`src/rtl/apc_pkg.sv`:
```
package apc_pkg;
  typedef enum logic [1:0] {
    FK_NONE = 2'd0,
    FK_GP   = 2'd1,
    FK_PF   = 2'd2
  } fault_kind_e;

  localparam int SEG_IDX_W     = 4;
  localparam int SEG_ATTR_MAX  = 6;
  localparam int SEG_EXEMPT_LO = 6;
  localparam int SEG_EXEMPT_HI = 9;

  localparam int PF_FLAGS_W     = 3;
  localparam int PF_PRESENT_BIT = 0;
  localparam int PF_WRITE_BIT   = 1;
  localparam int PF_USER_BIT    = 2;
endpackage

```
`src/rtl/apc_seg_rules.sv`:
```
module apc_seg_rules
  import apc_pkg::*;
#(
  parameter int SEL_W = 16
) (
  input  logic [SEG_IDX_W-1:0] seg_idx,
  input  logic [SEL_W-1:0]     seg_sel,
  input  logic                 seg_rd,
  input  logic                 seg_wr,
  input  logic                 is_write,
  input  logic                 store_chk,
  output logic                 attr_applies,
  output logic                 rule_fault
);
  logic null_exempt;
  logic null_fault;
  logic wr_fault;
  logic rd_fault;

  always_comb begin
    null_exempt  = (int'(seg_idx) >= SEG_EXEMPT_LO) && (int'(seg_idx) <= SEG_EXEMPT_HI);
    attr_applies = int'(seg_idx) <= SEG_ATTR_MAX;
    null_fault   = !null_exempt && (seg_sel == '0);
    wr_fault     = attr_applies && !seg_wr && (is_write || store_chk);
    rd_fault     = attr_applies && !seg_rd && !is_write;
    rule_fault   = null_fault || wr_fault || rd_fault;
  end
endmodule

```
`config.mk`:
```
export PLATFORM = sky130hd
export DESIGN_NAME = apc_seg_rules
export DESIGN_NICKNAME = d
export VERILOG_FILES = /design/src/rtl/apc_pkg.sv /design/src/rtl/apc_seg_rules.sv
export SDC_FILE = /design/constraint.sdc
export NUM_CORES = 1
export LEC_CHECK = 0
export BUFFER_PORTS_ARGS = -buffer_cell sky130_fd_sc_hd__buf_2
export CORE_AREA = 5 5 42 44
export DETAILED_ROUTE_END_ITERATION = 12
export DIE_AREA = 0 0 47 49
export MAX_ROUTING_LAYER = met4
export PLACE_DENSITY = 0.33
export SLEW_MARGIN = 20
export SYNTH_ARGS = -nofsm -noshare
export SYNTH_HDL_FRONTEND = slang
export SYNTH_SLANG_ARGS = --single-unit
```
`constraint.sdc`:
```
create_clock -name vclk -period 2.9
set_input_delay 0.58 -clock vclk [all_inputs]
set_output_delay 0.58 -clock vclk [all_outputs]
set_load 0.01 [all_outputs]
```
==> results of run 1 <==
[placed cells by master, fill, tap and decap left out, drive strengths merged]
cell type  Yosys  layout
buf            0      26
nor4           4       4
nor2           3       3
nand2          2       2
a31oi          1       1
o22a           1       1
nand4          1       1
o21ai          1       1
o311a          1       1
[cell type report]
class / count / area [um^2]
fillers: 176 / 1160
repair buffers: 26 / 130
multi-input cells: 14 / 86.3
well taps: 16 / 20.0
[final timing paths]
check / startpoint / endpoint / slack [ns] / cells after the start
setup / recovery: seg_sel[10] / rule_fault / 0.76 / 6
hold / removal: seg_idx[3] / attr_applies / 1.43 / 3
[metal layers]
layer | vias to the layer above | wire (um)
met1 | 82 | 118
met5 | - | 0
met3 | 0 | 120
li1 | 112 | -
met2 | 13 | 251
met4 | 0 | 0
[power by group]
group          leakage (nW)  internal (mW)  switching [mW]
combinational         0.127         0.0163          0.0101
sequential                0              0               0
clock                     0              0               0
total                 0.127         0.0163          0.0101
[per-stage QoR]
| stage | cell area, um^2 | hold slack (ns) | power (mW) | utilization (%) | cells |
|---|---|---|---|---|---|
| detailed placement | 236 | 1.43 | 0.0269 | 16.9 | 56 |
| global placement | 236 | 1.43 | 0.0267 | 16.9 | 56 |
| floorplan | 86.3 | 1.20 | 0.00718 | - | 14 |
| CTS | 236 | 1.43 | 0.0269 | 16.9 | 56 |
| global route | 236 | 1.45 | 0.0302 | 16.9 | 56 |
| finish | 236 | 1.43 | 0.0264 | 16.9 | 56 |
[logic make-up (layout without fill, tap and decap cells)]
| family | Yosys count | after routing | synth area share (%) |
|---|---|---|---|
| AOI/OAI and AO/OA | 4 | 4 | 34.8 |
| buffers and inverters | 0 | 26 | 0 |
| and+or+nand+nor | 10 | 10 | 65.2 |
==> results by group, run 1 <==
Status
  – Status: finished, final reports clean

STA
  – Rel. slew slack: between 80 and 90%
  – Tcrit/Tclk final: 73.9%
  – Final Hold Fails: 0
  – F_max: 467 MHz
  – RSZ-0062 raised after global routing: no
  – PnR worst setup slack: 0.758 ns
  – Worst-Margin Slew: 0.249 ns
  – Min Tclk post-route: 2.14 ns
  – Slew Limit Fails: 0
  – Setup TNS: 0 ns
  – Setup violations, final: 0

GRT
  – Initial antenna violation count: 0
  – Vias in the first global route: approximately 190
  – Largest net degree at the start of global routing: 4
  – Met3 global-route usage: 1.11%
  – Routing usage on met1: 3.70%
  – Top Usage Layer GRT: met2
  – GRT met2 Usage: 7.24%
  – Global-route wire length before repair: slightly below 700 um
  – GRT Total Usage: 3.74%
  – Total grt overflow: 0

Clocking
  – Post-CTS setup buffer count: 0
  – # hold bufs at CTS: 0
  – Post-CTS sizing: 0

Synth
  – Yosys warnings: 0
  – Dominant cell type by area after synthesis: nor4_1
  – Cell variety after synth: 9
  – Synthesized area: 86.3 um^2
  – Commonest cells in the netlist: 3 x nor2_1, 3 x nor4_1, 2 x nand2_1
  – Syn Area/Cell: 6.17 um^2
  – Synth top area share: 21.7%
  – Top cells by area, synth: nor4_1 22%, nor4_2 14%, nor2_1 13%, o311a_1 12%, o22a_1 10%
  – Post-Syn Nets: 38
  – Seq/Total Area, Yosys: 0%
  – Mapped Cells: 14

Critical path
  – Buf/Inv on CP: 2
  – Most common cell on crit path: buf_2
  – CP Capture Type: primary output
  – CP Max Fanout: 2
  – Req. time, crit path: 2.32 ns
  – Crit-path cells: buf_2, nor4_1, nand4_1, o21ai_1, o311a_1, buf_2
  – Max incr delay on CP: approximately 0.28 ns
  – Crit Path Class: in2out
  – Slowest cell on crit path: nor4_1
  – Startpoint types: primary input
  – Critical path's top delay family: simple AND/OR/NAND/NOR gates
  – Worst endpoint data arrival time: 1.56 ns

Min path
  – Type of the tightest min-delay check: in2out

Routing
  – Routed Antenna Nets: 0
  – Via count: 207
  – Vias per cell: 3.70
  – Final wirelength: 490 um
  – Initial DRC Count: 1
  – First-pass DRT Iterations: 2
  – Wire per inst: 8.75 um
  – DRC viols: 0

Power
  – Pwr dens: between 100 and 150 nW/um^2
  – Worst vdd ir: roughly 0.010 mV
  – Pleak: 0.127 nW

Finish
  – Total Nets Final: 66
  – Share of layout cells above drive strength 1: 67.5%
  – Inserted Diodes: 0
  – FFs & Latches: 0
  – Layout area overhead: 174%
  – # clk buffers: 0
  – Register area: 0 um^2

Floorplan
  – Site Rows: 14
  – Core area: 1400 um^2
  – Initial Util: under 10%
  – Die W: around 47 um
  – Ports: 26
  – Die boundary height: 49 um
  – Die footprint: between 2000 and 2500 um^2

Placement
  – Post-Place Setup Slack: 0.741 ns
  – Number of port buffers: 26
  – Global placement routability congestion: 0.580

Flow run
  – Max-cap violation count: 0
Power figures use the tool's default switching activity.
==> run 2, diff against run 1 <==
clock period = 2.15 ns   (was 2.9 ns; I/O delays follow)
==> run 2 against run 1 <==
Net effect:
- total power is 36% higher
- cell count stayed put
- global-route usage is 0.29 points lower
- sequential share of layout area stayed put
- via count is 0.97% higher
- non-clock buffer count stayed put
- count of clock-buffer cells in the layout stayed put
- highest routed layer unchanged
- design area stayed put
==> results by group, run 2 (synthesis results as in run 1) <==
Flow run
  – Max-cap violation count: 0

Routing
  – DRC viols: 0
  – Via count: 209
  – Wire per inst: approximately 9.0 um
  – Routed Antenna Nets: 0
  – Initial DRC Count: 0
  – First-pass DRT Iterations: 1
  – Vias per cell: 3.73
  – Final wirelength: around 510 um

Placement
  – Global placement routability congestion: 0.533
  – Post-DP HPWL: 491 um
  – Number of port buffers: 26

Critical path
  – Slowest cell on crit path: nor4_1
  – Critical path's top delay family: simple AND/OR/NAND/NOR gates
  – Crit. Startpoint: seg_sel[10]
  – CP Capture Type: primary output
  – Startpoint types: primary input
  – Buf/Inv on CP: 2
  – Crit-path cells: buf_2, nor4_1, nand4_1, o21ai_1, o311a_1, buf_2
  – Crit Path Class: in2out
  – Worst endpoint data arrival time: ~1.4 ns
  – Max incr delay on CP: roughly 0.29 ns
  – CP Max Fanout: 2
  – Most common cell on crit path: buf_2
  – Req. time, crit path: 1.72 ns

STA
  – Tcrit/Tclk final: around 85%
  – Rel. slew slack: a little over 80%
  – Worst-Margin Slew: 0.259 ns
  – Slew Limit Fails: 0
  – Min Tclk post-route: 1.84 ns
  – Final Hold Fails: 0
  – Setup violations, final: 0
  – RSZ-0062 raised after global routing: no
  – Setup TNS: 0 ns
  – F_max: 545 MHz

Finish
  – Total Nets Final: 66
  – Inserted Diodes: 0
  – # clk buffers: 0
  – Layout area overhead: 174%
  – Share of layout cells above drive strength 1: between 60% and 70%
  – Register area: 0 um^2
  – Most common cell after layout, fill and taps aside: buf_2
  – FFs & Latches: 0
  – Most frequent cells in the layout: 26 x buf_2, 3 x nor2_1, 3 x nor4_1, 2 x nand2_1
  – Layout Utilization: ~17%

GRT
  – Total grt overflow: 0
  – GRT Total Usage: 3.45%
  – Vias in the first global route: 180
  – Global-route wire length before repair: 634 um
  – Initial antenna violation count: 0
  – Largest net degree at the start of global routing: 4

Power
  – Pleak: 0.127 nW
  – Pwr dens: 151 nW/um^2
  – Pwr Total: ~36 uW
  – Worst vdd ir: around 0.014 mV

Min path
  – Type of the tightest min-delay check: in2out
  – Min-delay src: seg_idx[3]

Floorplan
  – Die footprint: 2300 um^2
  – Initial Util: 6.16%
  – Ports: 26
  – Die boundary height: between 40 and 50 um
  – Core area: 1400 um^2
  – Site Rows: 14
  – Die W: 47 um

Status
  – Status: finished, final reports clean

Clocking
  – # hold bufs at CTS: 0
  – Post-CTS sizing: 0
  – Post-CTS setup buffer count: 0
==> run 2: area by class of cell <==
type                       count  area, um^2
timing repair buffer          26         130
tap                           16        20.0
fill                         168        1160
multi-input combinational     14        86.3
==> run 2: worst paths after layout <==
check	cells past startpoint	to	slack [ns]
setup / recovery	6	rule_fault	0.31
hold / removal	3	attr_applies	1.12
==> run 2: power by group <==
part           internal, mW  switching, mW
Combinational        0.0220         0.0138
Sequential                0              0
Clock                     0              0
Total                0.0220         0.0138
==> run 2: routing by layer <==
metal / part of all wire (%) / global-route usage [%] / up-vias
li1: - / - / 112
met1: 29 / 3.04 / 84
met2: 50 / 7.69 / 13
met3: 21 / 0 / 0
met4: 0 / 0 / 0
met5: 0 / - / -
==> run 2: through the flow <==
stage	hold WS, ns	instance area [um^2]	instances	worst slack (ns)
final	1.12	236	56	0.313
after global routing	1.15	236	56	0.209
after CTS	1.13	236	56	0.282
after detailed placement	1.13	236	56	0.283
after global placement	1.13	236	56	0.282
after floorplan	0.904	86.3	14	0.566
==> run 3, diff against run 2 <==
RECOVER_POWER = 25   (was not set)
==> run 3 against run 2 <==
Net effect:
- routed wire length did not move
- design area fell by 0.53%
- fmax barely moved
- non-clock buffer count did not move
- worst hold slack got worse by 0.0091 ns
- die area did not move
- cell count did not move
- via count did not move
- combinational power barely moved
- global-route usage did not move
- core utilization fell by 0.089 points
- critical path type unchanged
==> results by group, run 3 (synthesis results as in run 1) <==
STA
  – Final Hold Fails: 0
  – Slew Limit Fails: 0
  – F_max: 544 MHz
  – Tcrit/Tclk final: 85.4%
  – RSZ-0062 raised after global routing: no
  – Worst-Margin Slew: 0.259 ns
  – Setup violations, final: 0
  – Setup TNS: 0 ns
  – Min Tclk post-route: 1.84 ns
  – Rel. slew slack: 82.6%

Finish
  – Most frequent cells in the layout: 25 x buf_2, 3 x nor2_1, 3 x nor4_1, 2 x nand2_1
  – FFs & Latches: 0
  – Register area: 0 um^2
  – Total Nets Final: 66
  – Inserted Diodes: 0
  – Most common cell after layout, fill and taps aside: buf_2
  – Share of layout cells above drive strength 1: 65.0%
  – Layout area overhead: 172%
  – # clk buffers: 0
  – Final Non-Filler Cells: 56

Floorplan
  – Die W: 47 um
  – Core area: 1400 um^2
  – Die boundary height: ~49 um
  – Site Rows: 14
  – Initial Util: between 6 and 7%
  – Ports: 26
  – Die footprint: 2300 um^2

Routing
  – First-pass DRT Iterations: 1
  – DRC viols: 0
  – Routed Antenna Nets: 0
  – Initial DRC Count: 0
  – Final wirelength: between 500 and 600 um
  – Wire per inst: around 9 um
  – Via count: 209
  – Vias per cell: 3.73

Critical path
  – Slowest cell on crit path: nor4_1
  – CP Max Fanout: 2
  – Critical path's top delay family: simple AND/OR/NAND/NOR gates
  – Max incr delay on CP: 0.29 ns
  – Buf/Inv on CP: 2
  – CP Capture Type: primary output
  – Crit-path cells: buf_2, nor4_1, nand4_1, o21ai_1, o311a_1, buf_2
  – Worst endpoint data arrival time: 1.41 ns
  – Crit Path Class: in2out
  – Most common cell on crit path: buf_2
  – Req. time, crit path: around 1.7 ns
  – Startpoint types: primary input

GRT
  – Largest net degree at the start of global routing: 4
  – Global-route wire length before repair: 634 um
  – Initial antenna violation count: 0
  – Total grt overflow: 0
  – Vias in the first global route: 180
  – GRT Total Usage: 3.45%

Clocking
  – Post-CTS sizing: 0
  – Post-CTS setup buffer count: 0
  – # hold bufs at CTS: 0

Placement
  – Post-DP HPWL: roughly 490 um
  – DP Cell Count: 56
  – Number of port buffers: 26
  – Global placement routability congestion: 0.533

Status
  – Status: finished, final reports clean

Power
  – Worst vdd ir: 0.0140 mV
  – Pleak: 0.124 nW
  – Pwr dens: 151 nW/um^2

Min path
  – Type of the tightest min-delay check: in2out

Flow run
  – Max-cap violation count: 0
==> run 3: tightest hold or removal path: cells and delay by family <==
kind | cells | cell delay, ns
buf+inv | 2 | 0.22
compound gates | 1 | 0.04
==> run 3: layout make-up <==
cell class         count  area [um^2]
fillers              169         1170
repair buffers        26          129
well taps             16         20.0
multi-input cells     14         86.3
==> run 3: per-stage QoR <==
stage	util (%)	setup slack, ns	cell area, um^2	power, mW	hold slack, ns
floorplan	-	0.566	86.3	0.00969	0.904
global placement	16.9	0.282	236	0.0365	1.13
detailed placement	16.9	0.283	236	0.0362	1.13
CTS	16.9	0.282	236	0.0364	1.13
global route	16.8	0.209	235	0.0400	1.14
finish	16.8	0.313	235	0.0355	1.12
==> run 3: final timing paths <==
check   startpoint           end  slack (ns)  cells after the start
max    seg_sel[10]    rule_fault        0.31                      6
min     seg_idx[3]  attr_applies        1.12                      3
==> run 3: where the power goes <==
group	internal, mW	switching [mW]
Sequential	0	0
Combinational	0.0216	0.0139
Clock	0	0
==> run 3: routing by layer <==
layer / global-route usage [%] / vias to the layer above / routed length [um]
met5: - / - / 0
li1: - / 112 / -
met3: 0 / 0 / 104
met1: 3.04 / 84 / 147
met4: 0 / 0 / 0
met2: 7.69 / 13 / 254
